<file path="src/rtl/ibuf_pkg.sv">
package ibuf_pkg;
  typedef enum logic [1:0] {
    SEL_CTRL = 2'd0,
    SEL_DATA = 2'd1,
    SEL_CHK  = 2'd2,
    SEL_RSVD = 2'd3
  } reg_sel_e;

  localparam int unsigned AUTOINC_BIT = 32;
  localparam int unsigned CHKGEN_BIT  = 33;
endpackage

</file>
<file path="src/rtl/ibuf_chk_gen.sv">
module ibuf_chk_gen #(
  parameter int unsigned DATA_W = 64,
  parameter int unsigned CHK_W  = 8
) (
  input  logic [DATA_W-1:0] data_i,
  output logic [CHK_W-1:0]  chk_o
);
  localparam int unsigned NSLICE = DATA_W / CHK_W;

  always_comb begin
    chk_o = '0;
    for (int s = 0; s < NSLICE; s++) chk_o ^= data_i[s*CHK_W +: CHK_W];
  end
endmodule

</file>
<file path="src/rtl/ibuf_ptr.sv">
module ibuf_ptr #(
  parameter int unsigned DEPTH = 64,
  parameter int unsigned AW    = $clog2(DEPTH)
) (
  input  logic          clk_i,
  input  logic          rst_ni,
  input  logic          load_i,
  input  logic [AW-1:0] load_val_i,
  input  logic          step_i,
  output logic [AW-1:0] ptr_o
);
  localparam logic [AW-1:0] LAST = AW'(DEPTH - 1);

  logic [AW-1:0] ptr_q;

  always_ff @(posedge clk_i or negedge rst_ni) begin
    if (!rst_ni)      ptr_q <= '0;
    else if (load_i)  ptr_q <= load_val_i;
    else if (step_i)  ptr_q <= (ptr_q == LAST) ? '0 : ptr_q + 1'b1;
  end

  assign ptr_o = ptr_q;
endmodule

</file>
<file path="src/rtl/ibuf_store.sv">
module ibuf_store #(
  parameter int unsigned DEPTH = 64,
  parameter int unsigned AW    = $clog2(DEPTH),
  parameter int unsigned W     = 72
) (
  input  logic          clk_i,
  input  logic          we_i,
  input  logic [AW-1:0] addr_i,
  input  logic [W-1:0]  wdata_i,
  output logic [W-1:0]  rdata_o
);
  logic [W-1:0] mem_q [DEPTH];

  always_ff @(posedge clk_i) begin
    if (we_i) mem_q[addr_i] <= wdata_i;
  end

  assign rdata_o = mem_q[addr_i];
endmodule

</file>
<file path="src/rtl/ibuf_access_port.sv">
module ibuf_access_port
  import ibuf_pkg::*;
#(
  parameter int unsigned DEPTH  = 64,
  parameter int unsigned DATA_W = 64,
  parameter int unsigned CHK_W  = 8
) (
  input  logic              clk_i,
  input  logic              rst_ni,
  input  logic [1:0]        addr_i,
  input  logic              wr_i,
  input  logic              rd_i,
  input  logic [DATA_W-1:0] wdata_i,
  output logic [DATA_W-1:0] rdata_o,
  output logic              rvalid_o
);
  localparam int unsigned AW    = $clog2(DEPTH);
  localparam int unsigned ENT_W = DATA_W + CHK_W;

  reg_sel_e sel;
  assign sel = reg_sel_e'(addr_i);

  logic              ai_q, eg_q;
  logic [DATA_W-1:0] stage_q;
  logic [AW-1:0]     ptr_q;
  logic [AW-1:0]     load_val;
  logic              ctrl_wr, chk_acc, commit;
  logic [CHK_W-1:0]  chk_gen, chk_sel;
  logic [ENT_W-1:0]  ent_rd;
  logic [DATA_W-1:0] rdata_q;
  logic              rvalid_q;

  assign ctrl_wr = wr_i && (sel == SEL_CTRL);
  assign chk_acc = (wr_i || rd_i) && (sel == SEL_CHK);
  assign commit  = wr_i && (sel == SEL_CHK);
  // out-of-range start address falls back to entry 0
  assign load_val = (32'(wdata_i[AW-1:0]) < DEPTH) ? wdata_i[AW-1:0] : '0;

  always_ff @(posedge clk_i or negedge rst_ni) begin
    if (!rst_ni) begin
      ai_q    <= 1'b0;
      eg_q    <= 1'b0;
      stage_q <= '0;
    end else begin
      if (ctrl_wr) begin
        ai_q <= wdata_i[AUTOINC_BIT];
        eg_q <= wdata_i[CHKGEN_BIT];
      end
      if (wr_i && sel == SEL_DATA) stage_q <= wdata_i;
    end
  end

  ibuf_ptr #(.DEPTH(DEPTH), .AW(AW)) u_ptr (
    .clk_i      (clk_i),
    .rst_ni     (rst_ni),
    .load_i     (ctrl_wr),
    .load_val_i (load_val),
    .step_i     (chk_acc && ai_q),
    .ptr_o      (ptr_q)
  );

  ibuf_chk_gen #(.DATA_W(DATA_W), .CHK_W(CHK_W)) u_chk_gen (
    .data_i (stage_q),
    .chk_o  (chk_gen)
  );

  assign chk_sel = eg_q ? chk_gen : wdata_i[CHK_W-1:0];

  ibuf_store #(.DEPTH(DEPTH), .AW(AW), .W(ENT_W)) u_store (
    .clk_i   (clk_i),
    .we_i    (commit),
    .addr_i  (ptr_q),
    .wdata_i ({stage_q, chk_sel}),
    .rdata_o (ent_rd)
  );

  always_ff @(posedge clk_i or negedge rst_ni) begin
    if (!rst_ni) begin
      rdata_q  <= '0;
      rvalid_q <= 1'b0;
    end else begin
      rvalid_q <= rd_i;
      if (rd_i) begin
        rdata_q <= '0;
        unique case (sel)
          SEL_CTRL: begin
            rdata_q[AW-1:0]        <= ptr_q;
            rdata_q[AUTOINC_BIT]   <= ai_q;
            rdata_q[CHKGEN_BIT]    <= eg_q;
          end
          SEL_DATA: rdata_q <= ent_rd[ENT_W-1:CHK_W];
          SEL_CHK:  rdata_q[CHK_W-1:0] <= ent_rd[CHK_W-1:0];
          SEL_RSVD: rdata_q <= '0;
        endcase
      end
    end
  end

  assign rdata_o  = rdata_q;
  assign rvalid_o = rvalid_q;
endmodule

</file>
<file path="config.mk">
export PLATFORM = sky130hd
export DESIGN_NAME = ibuf_access_port
export DESIGN_NICKNAME = d
export VERILOG_FILES = /design/src/rtl/ibuf_pkg.sv /design/src/rtl/ibuf_chk_gen.sv /design/src/rtl/ibuf_ptr.sv /design/src/rtl/ibuf_store.sv /design/src/rtl/ibuf_access_port.sv
export SDC_FILE = /design/constraint.sdc
export NUM_CORES = 2
export LEC_CHECK = 0
export ABC_AREA = 0
export BUFFER_PORTS_ARGS = -buffer_cell sky130_fd_sc_hd__buf_2
export CAP_MARGIN = 20
export CORE_MARGIN = 4
export CORE_UTILIZATION = 45
export CTS_CLUSTER_DIAMETER = 60
export DETAILED_ROUTE_END_ITERATION = 16
export GPL_ROUTABILITY_DRIVEN = 0
export PLACE_DENSITY = 0.6
export SKIP_LAST_GASP = 1
export SYNTH_ARGS = -nofsm -noshare
export SYNTH_HDL_FRONTEND = slang
export SYNTH_HIERARCHICAL = 1
export SYNTH_MEMORY_MAX_BITS = 65536
export SYNTH_SLANG_ARGS = --single-unit
export TNS_END_PERCENT = 50
</file>
<file path="constraint.sdc">
create_clock -name clk_i -period 5.5 [get_ports clk_i]
set_clock_uncertainty 0.05 [all_clocks]
set_input_delay 0.825 -clock clk_i [delete_from_list [all_inputs] [get_ports clk_i]]
set_output_delay 0.825 -clock clk_i [all_outputs]
set_load 0.02 [all_outputs]
</file>
==> impl_results.md <==
* CP startpoint kind: register
* Synth Area in Adders at less than 1%
* Post-synthesis sequential area ratio at between 70 and 80%
* Worst Hold Slack at 0.0627 ns
* Post-synthesis net count at ~10000
* # nets final at slightly above 10000
* Share of cells above drive strength 1 at between 15 and 20%
* Post_cts resized at 0
* Port bufs at around 130
* First-pass GRT wire length at between 800 and 900 mm
* Synth top area share at between 70 and 80%
* Sequential Power Share at between 40% and 50%
* WL per Instance at 37.7 um
* Finish-stage setup viols at 0
* Setup bufs post-CTS at 0
* Pleak at 64.5 nW
* Initial detailed-routing violation count at ~17000
* Core area at 0.397 sq mm
* Power Dens Cells at approximately 480 mW/mm^2
* Post-synth EDFFs at 4608
* CTS buffer count at around 470
* Synth cell count leaders: 4608 x edfxtp_1, 809 x a221oi_1, 683 x a22oi_1
* Main area contributors after synthesis: edfxtp_1 77%, a221oi_1 3.9%, mux2i_1 3.1%
* Measured slew at the worst slew-check pin at 1.25 ns
* Synth Area in Simple Gates at ~1.5%
* CTS tree: built
* Hold buffer count at cts at 43
* Total number of yosys warnings at 6
* DR pass1 iterations at 6
* Vias per cell at 6.75
* Final Max Slew Viols at 0
* Remaining DRCs at 0
* Switching Fraction at between 30% and 40%
* Syn_area_per_cell at around 18 sq um
* Critical path required time at ~6.3 ns
* Initial Util at between 40% and 50%
* Clk_lat worst skew at ~1.0 ns
* Critical path's most frequent cell: o22ai_1
* ANT nets after route at 0
* Asr flop ratio synth at 2.89%
* Clk sinks at 4745
* Vias in the first global route at 103000
* Max_cap viols at 0
* Yosys cell types at a little over 60
* CTS clock-pin slew for the worst setup and hold paths at around 0.060 ns
* Footprint of the multi-input gates at ~0.035 sq mm
* Initial antenna violation count at 38
* CP max stage delay at 0.92 ns
* Arr. time, crit path at 5.43 ns
* Dpl hpwl at between 300 and 400 mm
* Via count at about 110k
* P&R area growth vs syn at 14.2%
* Register Area at around 0.14 sq mm
* CP Class: register to register
* Synth area leader: edfxtp_1
* Synth Register Bits at about 4700
* Root buffer cell: clkbuf_16
* Largest net degree at the start of global routing at 90
* CP endpoint kind: register
* RSZ-0062 raised after global routing: false
* CP max stage cell: dfrtp_4
* Overflow after GRT at 0
* Clock share of power at around 33%
* Die Area at approximately 0.41 sq mm
* Die height at about 640 um
* I/O pins at about 140
* Max VDD drop at 0.374 mV
* Critical path peak fanout at between 70 and 80
* Post-Route WL at around 600 mm
* CTS H-tree lvls at 5
* CTS max path bufs at 4
* Post-synthesis xor/xnor area fraction at less than 1%
* Critical path cell sequence: inv_8 -> nand2_2 -> buf_4 -> o22ai_1 -> o21ai_0 -> o2111ai_1 -> or3_1 -> a22oi_1 -> o22ai_1
* # fillers at 31500
* HP Class: primary input to register
* Compound-Gate Fraction of Synth Area at between 10% and 20%
* Most frequent cell after synthesis: edfxtp_1
* Slew HR at between 10% and 20%
* Minimum clock period at ~4.7 ns
* Hold Fails Final Rpt at 0
* Combinational power share at 23.4%
* Int Power at between 0.06 and 0.07 W
* Sw Pwr at around 0.030 W
* Num rows at 231
* Gr usage total at around 29%
* Synthesized cell area at ~0.18 sq mm
* Outcome: finished, final reports clean
* Post-layout util at between 50% and 60%
* Mux cell area share after synthesis at roughly 5.5%
* Combinational family with the most area after synthesis: compound AO/OA/AOI/OAI gates
* Fin crit share at 84.6%
* Mapped Cells at around 9900
* Die W at 640 um
* Ys flop type: edfxtp_1
* Max Clk Rate at between 200 and 250 MHz
## flip-flops by register name, indices dropped and copies added, names as in the netlist
name / count
u_store/mem_q: 4608
rdata_o: 64
stage_q: 64
u_ptr/ptr_o: 6
ai_q: 1
eg_q: 1
rvalid_o: 1
## layout by cell type, fill, tap and decap left out, drive strengths merged, types with 226 or more instances in the layout
cell	count
a21oi	226
a22oi	683
mux2i	556
a221oi	810
o21ai	293
clkbuf	606
buf	572
nor2	316
edfxtp	4608
o22ai	470
## routing by layer
metal	global-route usage (%)	routed length, um	share of wire, %	up-vias
met1	38.8	222000	37	56000
li1	-	-	-	42300
met4	12.8	31300	5.2	22
met5	0	427	0.071	-
met2	44.0	273000	45	7648
met3	6.89	72900	12	1421
## cell families after synthesis
kind of cell    after synthesis
buf+inv                     824
compound gates             2843
fa+ha+maj                     5
mux                         857
simple gates                602
flops                      4745
xor+xnor                     58
## final cells by class
| cell class | count | share of cell area (%) |
|---|---|---|
| Antenna cell | 17 | 0.0208 |
| Clock buffer | 606 | 6.15 |
| Clock inverter | 261 | 1.28 |
| Inverter | 69 | 0.134 |
| Multi-Input combinational cell | 4365 | 17.0 |
| Sequential cell | 4745 | 69.2 |
| Tap cell | 5242 | 3.20 |
| Timing Repair Buffer | 615 | 3.03 |
## power groups by stage
stage                     clock [W]  combinational, W  sequential (W)
after global routing         0.0336            0.0236          0.0431
after CTS                    0.0321            0.0219          0.0433
after global placement            0            0.0215          0.0440
final                        0.0318            0.0229          0.0431
after floorplan                   0            0.0120          0.0444
after detailed placement          0            0.0218          0.0441
## through the flow
| stage | setup slack, ns | cell area [sq um] | TNS (ns) | cells | power (W) |
|---|---|---|---|---|---|
| 5_1_grt | 0.746 | 205000 | 0 | 15900 | 0.100 |
| 3_5_place_dp | 1.16 | 189000 | 0 | 15000 | 0.0659 |
| 4_1_cts | 1.16 | 205000 | 0 | 15900 | 0.0973 |
| 3_3_place_gp | 1.15 | 189000 | 0 | 15000 | 0.0655 |
| 6_report | 0.849 | 205000 | 0 | 15900 | 0.0977 |
| 2_1_floorplan | -0.0374 | 180000 | -70.08 | 9934 | 0.0564 |
## critical path, delay by kind of cell (launching register included)
kind | cells | cell delay (ns)
AND/OR/NAND/NOR | 2 | 0.89
flip-flops | 1 | 0.92
AO/OA/AOI/OAI | 5 | 1.61
buffers and inverters | 2 | 0.91
## final timing paths
check,endpoint,slack (ns),from,cells after the start
hold reg to reg,rdata_o[10],0.47,rdata_o[10],2
max in group asynchronous,u_ptr/ptr_o[0],3.52,rst_ni,3
hold / removal,stage_q[19],0.06,wdata_i[19],2
min in group asynchronous,rdata_o[41],0.44,rst_ni,2
setup reg to reg,rdata_o[6],0.85,u_ptr/ptr_o[1],9
setup / recovery,rdata_o[6],0.85,u_ptr/ptr_o[1],9
No activity file was read; power rests on OpenSTA's default activity.
